$ cat src/rtl/fxp_pkg.sv
package fxp_pkg;

  typedef enum logic [2:0] {
    OP_ADD = 3'd0,
    OP_SUB = 3'd1,
    OP_MUL = 3'd2,
    OP_I2F = 3'd3,
    OP_F2I = 3'd4
  } fxOp_e;

  // one strobe per operation; at most one is high in a cycle
  typedef struct packed {
    logic doAdd;
    logic doSub;
    logic doMul;
    logic doI2F;
    logic doF2I;
  } fxStrobe_t;

endpackage

$ cat src/rtl/fxp_ctrl.sv
module fxp_ctrl
  import fxp_pkg::*;
(
  input  logic [2:0] opSel,
  output fxStrobe_t  strobe
);

  always_comb begin
    strobe = '0;
    case (opSel)
      OP_ADD:  strobe.doAdd = 1'b1;
      OP_SUB:  strobe.doSub = 1'b1;
      OP_MUL:  strobe.doMul = 1'b1;
      OP_I2F:  strobe.doI2F = 1'b1;
      OP_F2I:  strobe.doF2I = 1'b1;
      default: strobe = '0;
    endcase
  end

  always_comb begin
    AST_ONE_STROBE: assert ($onehot0(strobe));
  end

endmodule

$ cat src/rtl/fxp_dp.sv
module fxp_dp
  import fxp_pkg::*;
#(
  parameter int INT_W  = 4,
  parameter int FRAC_W = 4
) (
  input  logic                    clk,
  input  logic                    rst_n,
  input  fxStrobe_t               strobe,
  input  logic [INT_W+FRAC_W-1:0] opA,
  input  logic [INT_W+FRAC_W-1:0] opB,
  output logic [INT_W+FRAC_W-1:0] result,
  output logic                    ovf,
  output logic                    inexact
);

  localparam int W     = INT_W + FRAC_W;
  localparam int PW    = 2 * W;
  localparam int TOP_N = PW - (W + FRAC_W - 1);   // product bits above the kept sign
  localparam int I2F_N = FRAC_W + 1;              // input bits that must match the sign

  // ---------------- add / subtract share one adder ----------------
  logic [W-1:0] addend, sum;
  logic         sameSign, addOvf, bIsMin;

  always_comb begin
    addend   = strobe.doSub ? (~opB + W'(1)) : opB;
    sum      = opA + addend;
    sameSign = (opA[W-1] == addend[W-1]);
    addOvf   = sameSign && (sum[W-1] != opA[W-1]);
    bIsMin   = (opB == {1'b1, {(W-1){1'b0}}});
  end

  // ---------------- multiply ----------------
  logic signed [PW-1:0] prodFull;
  logic [W-1:0]         mulRes;
  logic [TOP_N-1:0]     prodTop;
  logic                 mulOvf, mulInexact;

  always_comb begin
    prodFull   = $signed({{W{opA[W-1]}}, opA}) * $signed({{W{opB[W-1]}}, opB});
    mulRes     = prodFull[W+FRAC_W-1:FRAC_W];
    prodTop    = prodFull[PW-1:W+FRAC_W-1];
    mulOvf     = !((&prodTop) || !(|prodTop));
    mulInexact = |prodFull[FRAC_W-1:0];
  end

  // ---------------- conversions ----------------
  logic [W-1:0]     i2fRes, f2iRes;
  logic [I2F_N-1:0] i2fHigh;
  logic             i2fOvf, f2iInexact;

  always_comb begin
    i2fRes     = opA << FRAC_W;
    i2fHigh    = opA[W-1:INT_W-1];
    i2fOvf     = !((&i2fHigh) || !(|i2fHigh));
    f2iRes     = W'($signed(opA) >>> FRAC_W);
    f2iInexact = |opA[FRAC_W-1:0];
  end

  // ---------------- select and register ----------------
  logic [W-1:0] resNext;
  logic         ovfNext, inxNext;

  always_comb begin
    resNext = '0;
    ovfNext = 1'b0;
    inxNext = 1'b0;
    unique case (1'b1)
      strobe.doAdd: begin resNext = sum;    ovfNext = addOvf;          end
      strobe.doSub: begin resNext = sum;    ovfNext = addOvf | bIsMin; end
      strobe.doMul: begin resNext = mulRes; ovfNext = mulOvf; inxNext = mulInexact; end
      strobe.doI2F: begin resNext = i2fRes; ovfNext = i2fOvf;          end
      strobe.doF2I: begin resNext = f2iRes; inxNext = f2iInexact;      end
      default: ;
    endcase
  end

  always_ff @(posedge clk or negedge rst_n) begin
    if (!rst_n) begin
      result  <= '0;
      ovf     <= 1'b0;
      inexact <= 1'b0;
    end else begin
      result  <= resNext;
      ovf     <= ovfNext;
      inexact <= inxNext;
    end
  end

  // ---------------- assertions ----------------
  logic pastValid;
  always_ff @(posedge clk or negedge rst_n) begin
    if (!rst_n) pastValid <= 1'b0;
    else        pastValid <= 1'b1;
  end

  AST_IDLE_CODE_QUIET: assert property (@(posedge clk) disable iff (!rst_n)
    (pastValid && $past(strobe) == '0) |-> (result == '0 && !ovf && !inexact));

  AST_INEXACT_SOURCE: assert property (@(posedge clk) disable iff (!rst_n)
    inexact |-> (pastValid && ($past(strobe.doMul) || $past(strobe.doF2I))));

  AST_F2I_NO_OVF: assert property (@(posedge clk) disable iff (!rst_n)
    (pastValid && $past(strobe.doF2I)) |-> !ovf);

  AST_ADD_SIGN_FLIP: assert property (@(posedge clk) disable iff (!rst_n)
    (pastValid && $past(strobe.doAdd) && ($past(opA[W-1]) == $past(opB[W-1]))
      && (result[W-1] != $past(opA[W-1]))) |-> ovf);

  AST_I2F_LOW_CLEAR: assert property (@(posedge clk) disable iff (!rst_n)
    (pastValid && $past(strobe.doI2F)) |-> (result[FRAC_W-1:0] == '0));

  AST_SUB_MIN_OVF: assert property (@(posedge clk) disable iff (!rst_n)
    (pastValid && $past(strobe.doSub) && $past(opB) == {1'b1, {(W-1){1'b0}}}) |-> ovf);

endmodule

$ cat src/rtl/fxp_alu.sv
module fxp_alu
  import fxp_pkg::*;
#(
  parameter int INT_W  = 4,
  parameter int FRAC_W = 4
) (
  input  logic                    clk,
  input  logic                    rst_n,
  input  logic [INT_W+FRAC_W-1:0] opA,
  input  logic [INT_W+FRAC_W-1:0] opB,
  input  logic [2:0]              opSel,
  output logic [INT_W+FRAC_W-1:0] result,
  output logic                    ovf,
  output logic                    inexact
);

  fxStrobe_t strobe;

  fxp_ctrl u_ctrl (
    .opSel  (opSel),
    .strobe (strobe)
  );

  fxp_dp #(.INT_W(INT_W), .FRAC_W(FRAC_W)) u_dp (
    .clk     (clk),
    .rst_n   (rst_n),
    .strobe  (strobe),
    .opA     (opA),
    .opB     (opB),
    .result  (result),
    .ovf     (ovf),
    .inexact (inexact)
  );

  AST_RESET_CLEAR: assert property (@(posedge clk)
    !rst_n |-> (result == '0 && !ovf && !inexact));

endmodule

$ cat config.mk
export PLATFORM = sky130hd
export DESIGN_NAME = fxp_alu
export DESIGN_NICKNAME = d
export VERILOG_FILES = /design/src/rtl/fxp_pkg.sv /design/src/rtl/fxp_ctrl.sv /design/src/rtl/fxp_dp.sv /design/src/rtl/fxp_alu.sv
export SDC_FILE = /design/constraint.sdc
export NUM_CORES = 1
export LEC_CHECK = 0
export ABC_AREA = 1
export BUFFER_PORTS_ARGS = -buffer_cell sky130_fd_sc_hd__clkbuf_2
export CAP_MARGIN = 10
export CORE_ASPECT_RATIO = 0.6
export CORE_MARGIN = 4
export CORE_UTILIZATION = 60
export CTS_BUF_LIST = sky130_fd_sc_hd__clkbuf_4 sky130_fd_sc_hd__clkbuf_8 sky130_fd_sc_hd__clkbuf_16
export DETAILED_ROUTE_END_ITERATION = 10
export GPL_TIMING_DRIVEN = 0
export PLACE_DENSITY = 0.91
export SYNTH_ARGS = -nofsm -noshare
export SYNTH_HDL_FRONTEND = slang
export SYNTH_HIERARCHICAL = 1
export SYNTH_SLANG_ARGS = --single-unit
$ cat constraint.sdc
create_clock -name clk -period 0.89 [get_ports clk]
set_input_delay 0 -clock clk [delete_from_list [all_inputs] [get_ports clk]]
set_output_delay 0 -clock clk [all_outputs]
set_load 0.03 [all_outputs]
==> results.ini <==
[status]
outcome=finished, violations left
violations=setup timing

[routing]
wl_met1_mm=4.61
via_per_inst=5.65
firstDrtPassIters=8
drt_iter0_markers=405
drc=0
wl_per_cell_um=17.7
dr_total_vias=3981
wl_met2_mm=6.03
met3_length_mm=1.36
ant_nets=0
wl_mm=12.5
top_layer_used=met4

[logic_synthesis]
syn-cell-area_mm2=0.00386
synth_cells=575
syn_nets=689
ys_warn_count=6
synth.distinct_cells=34
avgSynthCellArea_um2=6.72
ys_seq_area_share_pct=6.48
ys_ff_latch=10

[critical_path]
crit_family=adder cells
crit_type=in2reg
cpMaxStageDelayCell=fa_1
path_max_fanout=10
cp-end-kind=register
cp.buffers_inverters=5
cp_data_arrival_time_ps=3900
crit_chain=clkbuf_2 -> clkbuf_16 -> nand2_1 -> fa_1 -> fa_1 -> inv_1 -> fa_1 -> inv_1 -> fa_1 -> inv_2 -> ha_4 -> nand2_1 -> nor2_2 -> nand3_1 -> nand4_1 -> nand2_2 -> nor2_1 -> nand3_1 -> nand3_2 -> nand2_1
start_kind=primary input
worstPathRequired_ps=1020
cpMostUsedCell=fa_1
slowest_delay_ps=560

[clocking]
cts_tree=built
cts_max_level=1
path_clk_slew_ps=50
clock_path_buffers=2
numCtsBuffers=3
cts_num_sinks=10
root_buffer=clkbuf_8

[floorplan]
design.die.area_mm2=0.00783
die_h_um=70.1
pin_count=31
die_w_um=112
rows=22
start_util_pct=62.6
core_area_mm2=0.00617

[sta]
setup_viol=10
maxSlewViolCount=0
holdWs_ps=142
period_needed_ps=3760
tightest_slew_ps=697
setup_ws_ps=-2870
slew_headroom_pct=53.4
period_share_pct=423
fmax_mhz=266
hold_viol_final=0
rsz0062_at_grt=yes
timing.setup.tns_ps=-22570

[finish]
drive_above_1_share_pct=27.7
layout_common_cells=145 x inv_1, 135 x nand2_1, 53 x fa_1
area_delta_synth_final_pct=28.0
final_common_cell=inv_1
diodes=0
fin_nets=735

[run]
maxCapViolCount=0

[global_route]
grt_pass1_vias=4134
antenna_found_initial=0
track_usage_pct=31.6
grt_pass1_wl_mm=19.7
overflow=0
grt_start_max_net_pins=11

[placed_design]
pre_cts_slack_ps=-3160
port_buffers=24
dp_hpwl_mm=8.71
routabilityCongestion=0.973

[hold_path]
hp-class=in2reg

[power_and_ir_drop]
p_total_mw=13.2
ir_drop_uv=1600
power_density_mw_per_mm2=2680
p_leak_nw=2.79

==> Yosys cell counts, drive strengths merged <==
cell type | number | area [um2]
o211ai | 1 | 7.51
nand2 | 167 | 652
a21oi | 17 | 85.1
nand3 | 21 | 110
ha | 37 | 463
inv | 174 | 653
o2111ai | 1 | 8.76
nor4 | 2 | 12.5
fa | 56 | 1120
buf | 9 | 58.8
nor2 | 31 | 126
nor3 | 2 | 10.0
o22ai | 1 | 6.26
xor2 | 5 | 43.8
xnor2 | 5 | 43.8
or2 | 1 | 6.26
o221ai | 2 | 17.5
dfrtp | 10 | 250
o21a | 1 | 7.51
nand3b | 3 | 22.5
nand4 | 6 | 37.5
a311oi | 1 | 8.76
clkbuf | 8 | 30.0
o21ai | 12 | 63.8
a22oi | 1 | 7.51
o21bai | 1 | 7.51
==> registers in the layout, indices dropped and copies added (netlist names) <==
signal / count
u_dp/result: 8
u_dp/inexact: 1
u_dp/ovf: 1
==> tightest hold or removal path: stages <==
cell	delay, ps
clkbuf_2	150
nor4_1	80
o22ai_1	100
==> metal layers <==
metal	track usage [%]	vias to the layer above
li1	-	1764
met1	38.9	1875
met2	55.4	281
met3	5.97	61
met4	12.1	0
met5	0	-
==> kinds of logic after synthesis <==
group,Yosys count,share of synthesized area (%)
buffers and inverters,191,19.2
xor gates and xnor gates,10,2.27
AOI/OAI and AO/OA,38,5.70
adders and majority gates,93,41.0
DFF,10,6.48
and+or+nand+nor,233,25.3
==> final timing paths <==
check	slack (ps)	start	end	cells past startpoint
setup / recovery	-2870	opA[1]	u_dp/ovf	20
hold / removal	140	opA[1]	u_dp/inexact	3
max in group asynchronous	500	rst_n	u_dp/inexact	2
min in group asynchronous	170	rst_n	u_dp/result[7]	2
==> power breakdown <==
part	switching [mW]	internal [mW]
Combinational	7.17	4.86
Sequential	0.0442	0.564
Clock	0.211	0.391
Total	7.43	5.81
==> final cells by class <==
type                       count  area [um2]
buffer                        17         243
timing repair buffer          41         322
tap                           84         105
clock buffer                   4        55.1
sequential                    10         250
inverter                     174         658
fill                         383        1220
multi-input combinational    374        3310
==> per-stage QoR <==
| step | util [%] | std cells | area (um2) |
|---|---|---|---|
| after CTS | 78.3 | 701 | 4830 |
| after floorplan | - | 575 | 4230 |
| after detailed placement | 72.3 | 683 | 4460 |
| final | 80.2 | 704 | 4940 |
| after global routing | 80.2 | 704 | 4940 |
| after global placement | 72.3 | 683 | 4460 |
==> repair_timing <==
item                       4_1_cts  5_1_grt
hold endpoints to repair        10        0
pin swaps                       35        9
cloned                           1        0
hold buffers                     1        0
setup endpoints to repair       10       10
gates resized for setup         48       25
buffers inserted                13        4
Power figures use the tool's default switching activity.
